==> src/rtl/imm_cmd_port.sv <==
module imm_cmd_port #(
  parameter int TIMEOUT_FRAMES = 16
) (
  input  logic        clk,
  input  logic        rst_n,
  input  logic        reg_wr,
  input  logic [1:0]  reg_sel,
  input  logic [31:0] reg_wdata,
  output logic [31:0] cmd_word,
  output logic [31:0] rsp_word,
  output logic [15:0] status_word,
  output logic        tx_valid,
  output logic [31:0] tx_word,
  input  logic        frame_tick,
  input  logic        rx_valid,
  input  logic [3:0]  rx_addr,
  input  logic [31:0] rx_word
);
  localparam int CW = $clog2(TIMEOUT_FRAMES + 1);

  logic          busy, valid, tmo;
  logic [CW-1:0] frames;

  wire wr_cmd = reg_wr && reg_sel == 2'd0;
  wire wr_sts = reg_wr && reg_sel == 2'd1;
  wire start  = wr_sts && reg_wdata[0] && !busy;
  wire hit    = busy && rx_valid && rx_addr == cmd_word[31:28];
  wire expire = busy && !hit && frame_tick && frames == CW'(TIMEOUT_FRAMES - 1);

  assign status_word = {13'd0, tmo, valid, busy};
  assign tx_word     = cmd_word;

  always_ff @(posedge clk) begin
    if (!rst_n) begin
      cmd_word <= '0;
      rsp_word <= '0;
      busy     <= 1'b0;
      valid    <= 1'b0;
      tmo      <= 1'b0;
      frames   <= '0;
      tx_valid <= 1'b0;
    end else begin
      tx_valid <= start;
      if (wr_cmd && !busy) cmd_word <= reg_wdata;
      if (hit) rsp_word <= rx_word;

      if (start)              busy <= 1'b1;
      else if (hit || expire) busy <= 1'b0;

      if (start)                   frames <= '0;
      else if (busy && frame_tick) frames <= frames + 1'b1;

      if (hit)                          valid <= 1'b1;
      else if (wr_sts && reg_wdata[1])  valid <= 1'b0;

      if (expire)                       tmo <= 1'b1;
      else if (wr_sts && reg_wdata[2])  tmo <= 1'b0;
    end
  end

  AST_CMD_FROZEN: assert property (@(posedge clk) disable iff (!rst_n)
    (busy && wr_cmd) |=> $stable(cmd_word));
  AST_TX_ONE_CYCLE: assert property (@(posedge clk) disable iff (!rst_n)
    tx_valid |=> !tx_valid);
  AST_TX_WHILE_BUSY: assert property (@(posedge clk) disable iff (!rst_n)
    tx_valid |-> busy);
  AST_HIT_LATCH: assert property (@(posedge clk) disable iff (!rst_n)
    hit |=> (!busy && valid && rsp_word == $past(rx_word)));
  AST_IDLE_RSP_HELD: assert property (@(posedge clk) disable iff (!rst_n)
    !busy |=> $stable(rsp_word));
  AST_TMO_STICKY: assert property (@(posedge clk) disable iff (!rst_n)
    (tmo && !(wr_sts && reg_wdata[2])) |=> tmo);
  AST_TMO_NO_VALID: assert property (@(posedge clk) disable iff (!rst_n)
    $rose(tmo) |-> (!busy && !$rose(valid)));
endmodule

==> config.mk <==
export PLATFORM = sky130hd
export DESIGN_NAME = imm_cmd_port
export DESIGN_NICKNAME = d
export VERILOG_FILES = /design/src/rtl/imm_cmd_port.sv
export SDC_FILE = /design/constraint.sdc
export NUM_CORES = 1
export LEC_CHECK = 0
export ABC_AREA = 1
export BUFFER_PORTS_ARGS = -buffer_cell sky130_fd_sc_hd__buf_2
export CORE_UTILIZATION = 40
export DETAILED_ROUTE_END_ITERATION = 6
export PLACE_DENSITY = 0.84
export SLEW_MARGIN = 10
export SYNTH_ARGS = -nofsm -noshare
export SYNTH_HDL_FRONTEND = slang
export SYNTH_SLANG_ARGS = --single-unit
==> constraint.sdc <==
create_clock -name clk -period 1.3 [get_ports clk]
set_input_delay 0.13 -clock clk [delete_from_list [all_inputs] [get_ports clk]]
set_output_delay 0.13 -clock clk [all_outputs]
set_load 0.05 [all_outputs]
=== Word level (Yosys, flattened, before mapping) ===
Index checks and enable logic that the tools add are counted.

* Equal/unequal tests: 3
* Muxes and demuxes: 6
* Reduce and logical (&&, ||, !) cells: 21
* Add/subtract/negate cells: 1
* Bitwise logic cells: 1

{| class="wikitable"
|+ Operators with widths
! operator !! number
|-
| $logic_and A1 B1 Y1 || 13
|-
| $mux W1 || 6
|-
| $reduce_bool A2 Y1 || 3
|-
| $add A5 B1 Y5 const B || 1
|-
| $eq A5 B4 Y1 const B || 1
|-
| $eq A4 B4 Y1 || 1
|-
| $eq A2 B1 Y1 const B || 1
|-
| $logic_not A1 Y1 || 2
|-
| $logic_not A2 Y1 || 1
|-
| $reduce_or A2 Y1 || 1
|-
| $logic_or A1 B1 Y1 || 1
|-
| $not A1 Y1 || 1
|}

* Bits in registers: 73
* Output and inout bits: 113
* Word-level logic and storage cells: 39
* Bits of input ports: 75

=== Longest topological paths before layout ===
Gate-level depths: netlist of the first run.

* Word-level depth: 9
* Gate-level depth with buffers: 9
* Gate-level depth less buffers: 9

=== Worst setup path before layout of the first run ===
Ideal clock, no wire load.

* Path type: reg2reg
* From: reg cmd_word[30]
* To: reg rsp_word[22]
* Arrival time: 1.481 ns
* Path buffers: 1
* Library setup time: 0.117 ns
* Cell stages (with the launch flop): 9
* Slack: -0.297 ns
* Cells stage by stage: dfxtp_1 inv_1 nand2_1 nand3_1 nor2_4 buf_4 nand3b_1 nand2_1 nor2_1

* Cells in the longest elaborated chain, start to end: 2

{| class="wikitable"
|+ Ends and longest elaborated chain
! what !! RTL line !! RTL
|-
| from (decl) || 9 || <nowiki>output logic [31:0] cmd_word,</nowiki>
|-
| from (signal assigned) || 44 || <nowiki>if (wr_cmd && !busy) cmd_word <= reg_wdata;</nowiki>
|-
| $eq A4 B4 Y1 || 27 || <nowiki>wire hit = busy && rx_valid && rx_addr == cmd_word[31:28];</nowiki>
|-
| $logic_and A1 B1 Y1 || 27 ||
|-
| to (signal assigned) || 45 || <nowiki>if (hit) rsp_word <= rx_word;</nowiki>
|-
| to (decl) || 10 || <nowiki>output logic [31:0] rsp_word,</nowiki>
|}

No other way between the ends.
A chain may end at the register's enable or synchronous reset.

=== Final worst setup path of the first run ===
* From: reg cmd_word[30]
* To: reg rsp_word[19]

Same word-level chain as after synthesis.

==> metrics.md, run 1 <==
| Metric | Value |
|---|---|
| Outcome | `complete, but fails checks` |
| Failing checks | `setup timing` |
| Area Overhead vs Synth | `36.3%` |
| Sequential fraction of the synthesis area | `43.1%` |
| Router iterations before antenna repair | `6` |
| CP Capture Type | `flop` |
| Placed cells | `674` |
| WL final | `10200 um` |
| Final period util | `105%` |
| H-Tree Depth | `3` |
| Hold_sp | `reg_wdata[24]` |
| Share of layout cells above drive strength 1 | `41.4%` |
| Critical path class | `flop to flop` |
| R2R Setup Slk | `-0.07 ns` |
| Core Box Area | `8220 um2` |
| Post-DP Area | `4130 um2` |
| Most common cell after layout, fill and taps aside | `buf_2` |
| Startpoint type of the worst setup path | `flop` |
| Busiest layer in global routing | `met2` |
| Peak VDD IR | `0.000491 V` |
| Initial Util | `41.3%` |
| Max Fanout on Critical Path | `8` |
| Antenna-violating nets left | `0` |
| Post-Syn Area per Cell | `7.60 um2` |
| Synth warnings | `0` |
| Via count | `3526` |
| Met3 GRT Util | `5.66%` |
| Clk sinks | `73` |
| Layout Nets | `671` |
| Yosys cell types | `20` |
| Post-Syn Area | `3390 um2` |
| Final non-filler cell total | `705` |
| Maximum root-to-sink buffer count | `2` |
| Core Rows | `33` |
| Clock-pin slew on the worst setup and hold paths | `0.09 ns` |
| Cell leakage power | `0.00226 uW` |
| Worst reg-to-reg path cell count | `9` |
| First-pass GRT wire length | `13900 um` |
| M2 GR Usage | `36.2%` |
| Io pins | `188` |
| Die width | `94.1 um` |
| Die area | `8850 um2` |
| RePlAce Congestion | `0.846` |
| Iter 0 DRT Violations | `84` |
| Hold EP | `cmd_word[24]` |
| Most used cells in the layout excluding fill and tap cells | `buf_2 (174), nand2_1 (78), a21oi_1 (67)` |
| Fin. Hold Viols | `0` |
| Hold depth | `3` |
| RSZ-0062 raised after global routing | `true` |
| Worst clock skew | `0.0138 ns` |
| Vias in the first global route | `2913` |
| Number of CTS-inserted buffers | `9` |
| Post-layout min period | `1.37 ns` |
| GRT met1 Usage | `22.7%` |
| WL/cell | `14.4 um` |
| Clock root buffer | `clkbuf_8` |
| FMAX | `729 MHz` |
| Worst setup margin | `-0.0713 ns` |
| DP Wirelength | `6140 um` |
| Initial antenna violation count | `0` |
| Pwr Total | `5110 uW` |
| Critical Path RT | `1.53 ns` |
| FF-to-FF Start | `cmd_word[30]` |
| Hold Path Class | `primary input to flop` |
| Gate Count Post-Synth | `446` |
| Hold_buf cts | `0` |
| Final instance area | `4620 um2` |
| Critical path arrival | `1.60 ns` |
| Overflow after GRT | `0` |
| FF+latch count, synth | `73` |
| Die Span Y | `94.1 um` |
| Max-slew violations | `0` |
| Gr usage total | `20.2%` |
| Max cap viols | `0` |
| PwrDens | `1110 nW/um2` |
| Pin count of the biggest net entering global routing | `65` |
| Drt drc | `0` |
| Port bufs | `174` |
| Via density | `5.00` |
| CTS tree | `done` |
| Worst-skew pair later-pin latency | `0.35 ns` |
| Post-route setup TNS | `-1.10 ns` |
| Reg-to-Reg End | `rsp_word[19]` |
| Final setup vio count | `28` |
## cell families (layout without fill, tap and decap cells)
| family | count (synthesis) | count (layout) | synth area share [%] |
|---|---|---|---|
| compound gates | 75 | 75 | 11.1 |
| xor+xnor | 2 | 2 | 0.517 |
| fa+ha+maj | 2 | 2 | 0.738 |
| buf+inv | 92 | 233 | 16.7 |
| flops | 73 | 73 | 43.1 |
| other cells | 1 | 14 | 0.111 |
| simple gates | 201 | 201 | 27.7 |
## metal layers
metal	vias up	wire (um)
li1	1695	-
met1	1645	4210
met2	174	5090
met3	12	738
met4	0	142
met5	-	0
## cell usage after synthesis
library cell	n	share of area (%)
clkbuf_1	8	0.89
nand3b_1	32	7.1
ha_1	2	0.74
conb_1	1	0.11
nand4_1	1	0.18
nand3_1	35	5.2
buf_2	12	1.8
o21ai_1	1	0.15
inv_1	15	1.7
or2_2	2	0.37
nor2_4	2	0.66
buf_4	55	12
o21ai_0	5	0.74
inv_2	1	0.11
xor2_1	2	0.52
dfxtp_1	73	43
buf_1	1	0.11
a21oi_1	69	10
nand2_1	86	9.5
nor2_1	43	4.8
## worst max-delay path by stage
stage | end | cells after the start | slack (ns) | from
final | rsp_word[19] | 9 | -0.07 | cmd_word[30]
after floorplan | rsp_word[22] | 8 | 0.002 | cmd_word[29]
after CTS | frames[4] | 6 | -0.04 | frames[0]
after global routing | rsp_word[19] | 8 | -0.14 | cmd_word[30]
after detailed placement | frames[4] | 6 | -0.04 | frames[1]
after global placement | frames[4] | 6 | 0.004 | frames[1]
## per-stage QoR
step           setup WS, ns  utilization [%]  hold WS [ns]
5_1_grt              -0.136             56.2        0.0371
2_1_floorplan       0.00156                -         0.295
4_1_cts             -0.0446             54.3        0.0289
3_3_place_gp        0.00432             50.3         0.400
3_5_place_dp        -0.0444             50.3         0.403
6_report            -0.0713             56.3        0.0425
## layout make-up
class                   instances  area [um2]
flip-flops and latches         73        1480
well taps                     105         131
diodes                          1        2.50
clock buffers                  11         153
fillers                       741        3590
repair buffers                201        1260
multi-input cells             293        1480
inverters                      16        62.6
clock inverters                 5        53.8
## state kept, by name, summed over array words and instances (netlist names)
name,cells
cmd_word,32
rsp_word,32
frames,5
busy,1
tmo,1
tx_valid,1
valid,1
## report_power, final
| part | internal, uW | switching, uW | total [uW] |
|---|---|---|---|
| Combinational | 285 | 635 | 920 |
| Clock | 999 | 884 | 1880 |
| Sequential | 2270 | 34.5 | 2310 |
## timing repair
action                     in CTS  in global routing
buffers inserted                3                  3
resized for setup              12                 11
gates cloned                    3                  7
pin swaps                       4                  8
setup endpoints to repair      33                 35
## critical path, stage by stage (launching register included)
cell	delay (ns)
dfxtp_4	0.37
inv_2	0.05
nand2_2	0.08
nand3_2	0.08
nor2_4	0.17
buf_12	0.15
clkbuf_16	0.15
nand3b_1	0.08
nand2_1	0.07
nor2_1	0.05
No activity file was read; power rests on OpenSTA's default activity.
==> run 2, diff against run 1 <==
CORE_ASPECT_RATIO = 0.75   (was not set)
PLACE_DENSITY = 0.78   (was 0.84)
==> metrics.md, run 2 (synthesis gave the netlist of run 1 again) <==
| Metric | Value |
|---|---|
| Area Overhead vs Synth | `43.8%` |
| Hold_sp | `reg_wdata[14]` |
| Core Box Area | `8060 um2 (-1.9%)` |
| Fin. Hold Viols | `0 (unchanged)` |
| Sw Ratio | `27.8% (-2.6 points)` |
| Via count | `3465 (-1.7%)` |
| PwrDens | `1190 nW/um2 (+7.6%)` |
| Power share of the combinational group | `16.3% (-1.7 points)` |
| # fillers | `700 (-5.5%)` |
| Initial Util | `42.1% (+0.81 points)` |
| Antenna-violating nets left | `0 (unchanged)` |
| Critical Path RT | `1.51 ns (-0.02 ns)` |
| Final non-filler cell total | `717 (+1.7%)` |
| Worst clock skew | `0.00779 ns (-0.00600 ns)` |
| Critical path arrival | `1.59 ns (about the same)` |
| Most used cells in the layout excluding fill and tap cells | `buf_2 (173), nand2_1 (81), a21oi_1 (68)` |
| Pwr Total | `5800 uW (+14%)` |
| P_sw | `1610 uW (+3.8%)` |
| DP Wirelength | `6170 um (+0.47%)` |
| Max-slew violations | `0 (unchanged)` |
| Port bufs | `174 (unchanged)` |
| Outcome | `complete, but fails checks` |
| Clk sinks | `73 (unchanged)` |
| Router iterations before antenna repair | `4 (-2)` |
| Via density | `4.83 (-3.4%)` |
| CP Buf/Inv Count | `3 (unchanged)` |
| Worst path top cell family by delay | `simple AND/OR/NAND/NOR gates` |
| Cell leakage power | `0.00239 uW (+5.7%)` |
| Clock-pin slew on the worst setup and hold paths | `0.06 ns (-0.03 ns)` |
| Gr usage total | `18.5% (-1.7 points)` |
| Iter 0 DRT Violations | `288 (+240%)` |
| FMAX | `723 MHz (-0.87%)` |
| Critical-path cell list | `inv_2, nand2_2, o21ai_4, nor2_4, buf_12, clkbuf_16, nand3b_1, nand2_1, nor2_1` |
| Failing checks | `setup timing` |
| FF-to-FF Start | `cmd_word[31]` |
| Worst-skew pair later-pin latency | `0.32 ns (-0.03 ns)` |
| Final period util | `106% (+0.93 points)` |
| WL final | `9910 um (-2.7%)` |
| Pin count of the biggest net entering global routing | `48 (-26%)` |
| Die area | `8850 um2 (about the same)` |
| Core Rows | `28 (-15%)` |
| Io pins | `188 (unchanged)` |
| CTS tree | `done` |
| Maximum root-to-sink buffer count | `2 (unchanged)` |
| Hold Path Class | `primary input to flop` |
| Max cap viols | `0 (unchanged)` |
| Peak VDD IR | `0.000638 V (+30%)` |
| H-Tree Depth | `3 (unchanged)` |
| Initial antenna violation count | `0 (unchanged)` |
| Drt drc | `0 (unchanged)` |
| Worst setup margin | `-0.0834 ns (-0.0121 ns)` |
| Final setup vio count | `24 (-14%)` |
| Die width | `108 um (+15%)` |
| Vias in the first global route | `2808 (-3.6%)` |
| WL/cell | `13.8 um (-4.3%)` |
| Max Fanout on Critical Path | `8 (unchanged)` |
| RePlAce Congestion | `0.766 (-9.5%)` |
| First-pass GRT wire length | `12800 um (-8.2%)` |
| Clock power share | `43.9% (+7.1 points)` |
| Share of layout cells above drive strength 1 | `42.0% (+0.59 points)` |
| Sequential share of power | `39.8% (-5.3 points)` |
| Startpoint type of the worst setup path | `flop` |
| Placed cells | `678 (+0.59%)` |
| CP Capture Type | `flop` |
| Hold_buf cts | `0 (unchanged)` |
| Overflow after GRT | `0 (unchanged)` |
| Critical path's largest stage delay | `0.36 ns (about the same)` |
| CP max stage cell | `dfxtp_4` |
| Worst slack at placement | `-0.0423 ns (+0.00207 ns)` |
| Post-layout min period | `1.38 ns (+0.0121 ns)` |
| Top flop regs | `cmd_word: 32 flops, rsp_word: 32 flops, frames: 5 flops` |
| Number of CTS-inserted buffers | `9 (unchanged)` |
| Crit. Startpoint | `cmd_word[31]` |
| Internal power | `4190 uW (+18%)` |
| Ant. Diodes | `0 (-1)` |
| Layout Nets | `684 (+1.9%)` |
| Clock root buffer | `clkbuf_16` |
| Most common cell after layout, fill and taps aside | `buf_2` |
| RSZ-0062 raised after global routing | `true` |
| Critical path class | `flop to flop` |
| Die Span Y | `81.7 um (-13%)` |
==> run 2: changes by cell type in the layout (fill, tap and decap cells not counted), sizes merged <==
cell / before / now
buf: 197 / 205
clkbuf: 15 / 19
clkinv: 4 / 2
inv: 16 / 18
clkinvlp: 0 / 1
diode: 1 / 0
==> run 2: path summary, 6_finish.rpt <==
path,cells past startpoint,end,slack [ns]
worst max-delay path,9,rsp_word[31],-0.08
worst min-delay path,3,cmd_word[14],0.08
worst max register to register,9,rsp_word[31],-0.08
worst min register to register,2,valid,0.47
==> run 2: per-layer routing <==
layer	share of wire, %	global-route usage (%)	wire length (um)
met5	0	0	0
met4	1.4	5.68	134
met3	6.9	6.59	685
met2	51	34.2	5100
met1	40	20.0	4000
==> run 2: what timing repair did <==
item                                    4_1_cts  5_1_grt
hold endpoints to repair                      0        0
endpoints found under the setup margin        5       39
pin swaps                                     0       19
resized for setup                             3       14
buffers inserted                              1        9
cloned                                        0       13
==> run 2: per-stage QoR <==
step	hold slack [ns]	TNS (ns)	utilization [%]	area, um2
CTS	0.0645	-0.0966	55.5	4480
detailed placement	0.412	-0.0635	51.5	4150
floorplan	0.295	0	-	3490
global route	0.0632	-3.25	60.5	4880
finish	0.0769	-0.677	60.5	4880
global placement	0.403	-0.00418	51.5	4150
==> run 2: power groups by stage <==
stage          Sequential (uW)  Clock [uW]  Combinational (uW)
3_3_place_gp              2350           0                 823
6_report                  2310        2550                 946
2_1_floorplan             2490           0                 529
5_1_grt                   2310        2720                1000
4_1_cts                   2310        2610                 835
3_5_place_dp              2350           0                 830
==> run 2: layout make-up <==
cell class | count | area, um2 | share of cell area, %
Sequential cell | 73 | 1480 | 30.4
Multi-Input combinational cell | 293 | 1470 | 30.0
Timing Repair Buffer | 214 | 1420 | 29.2
Clock buffer | 10 | 250 | 5.13
Tap cell | 105 | 131 | 2.69
Clock inverter | 6 | 62.6 | 1.28
Inverter | 16 | 62.6 | 1.28
==> run 2: worst min-delay path, stage by stage <==
cell	delay [ns]
buf_2	0.09
nand3_1	0.07
a21oi_1	0.06
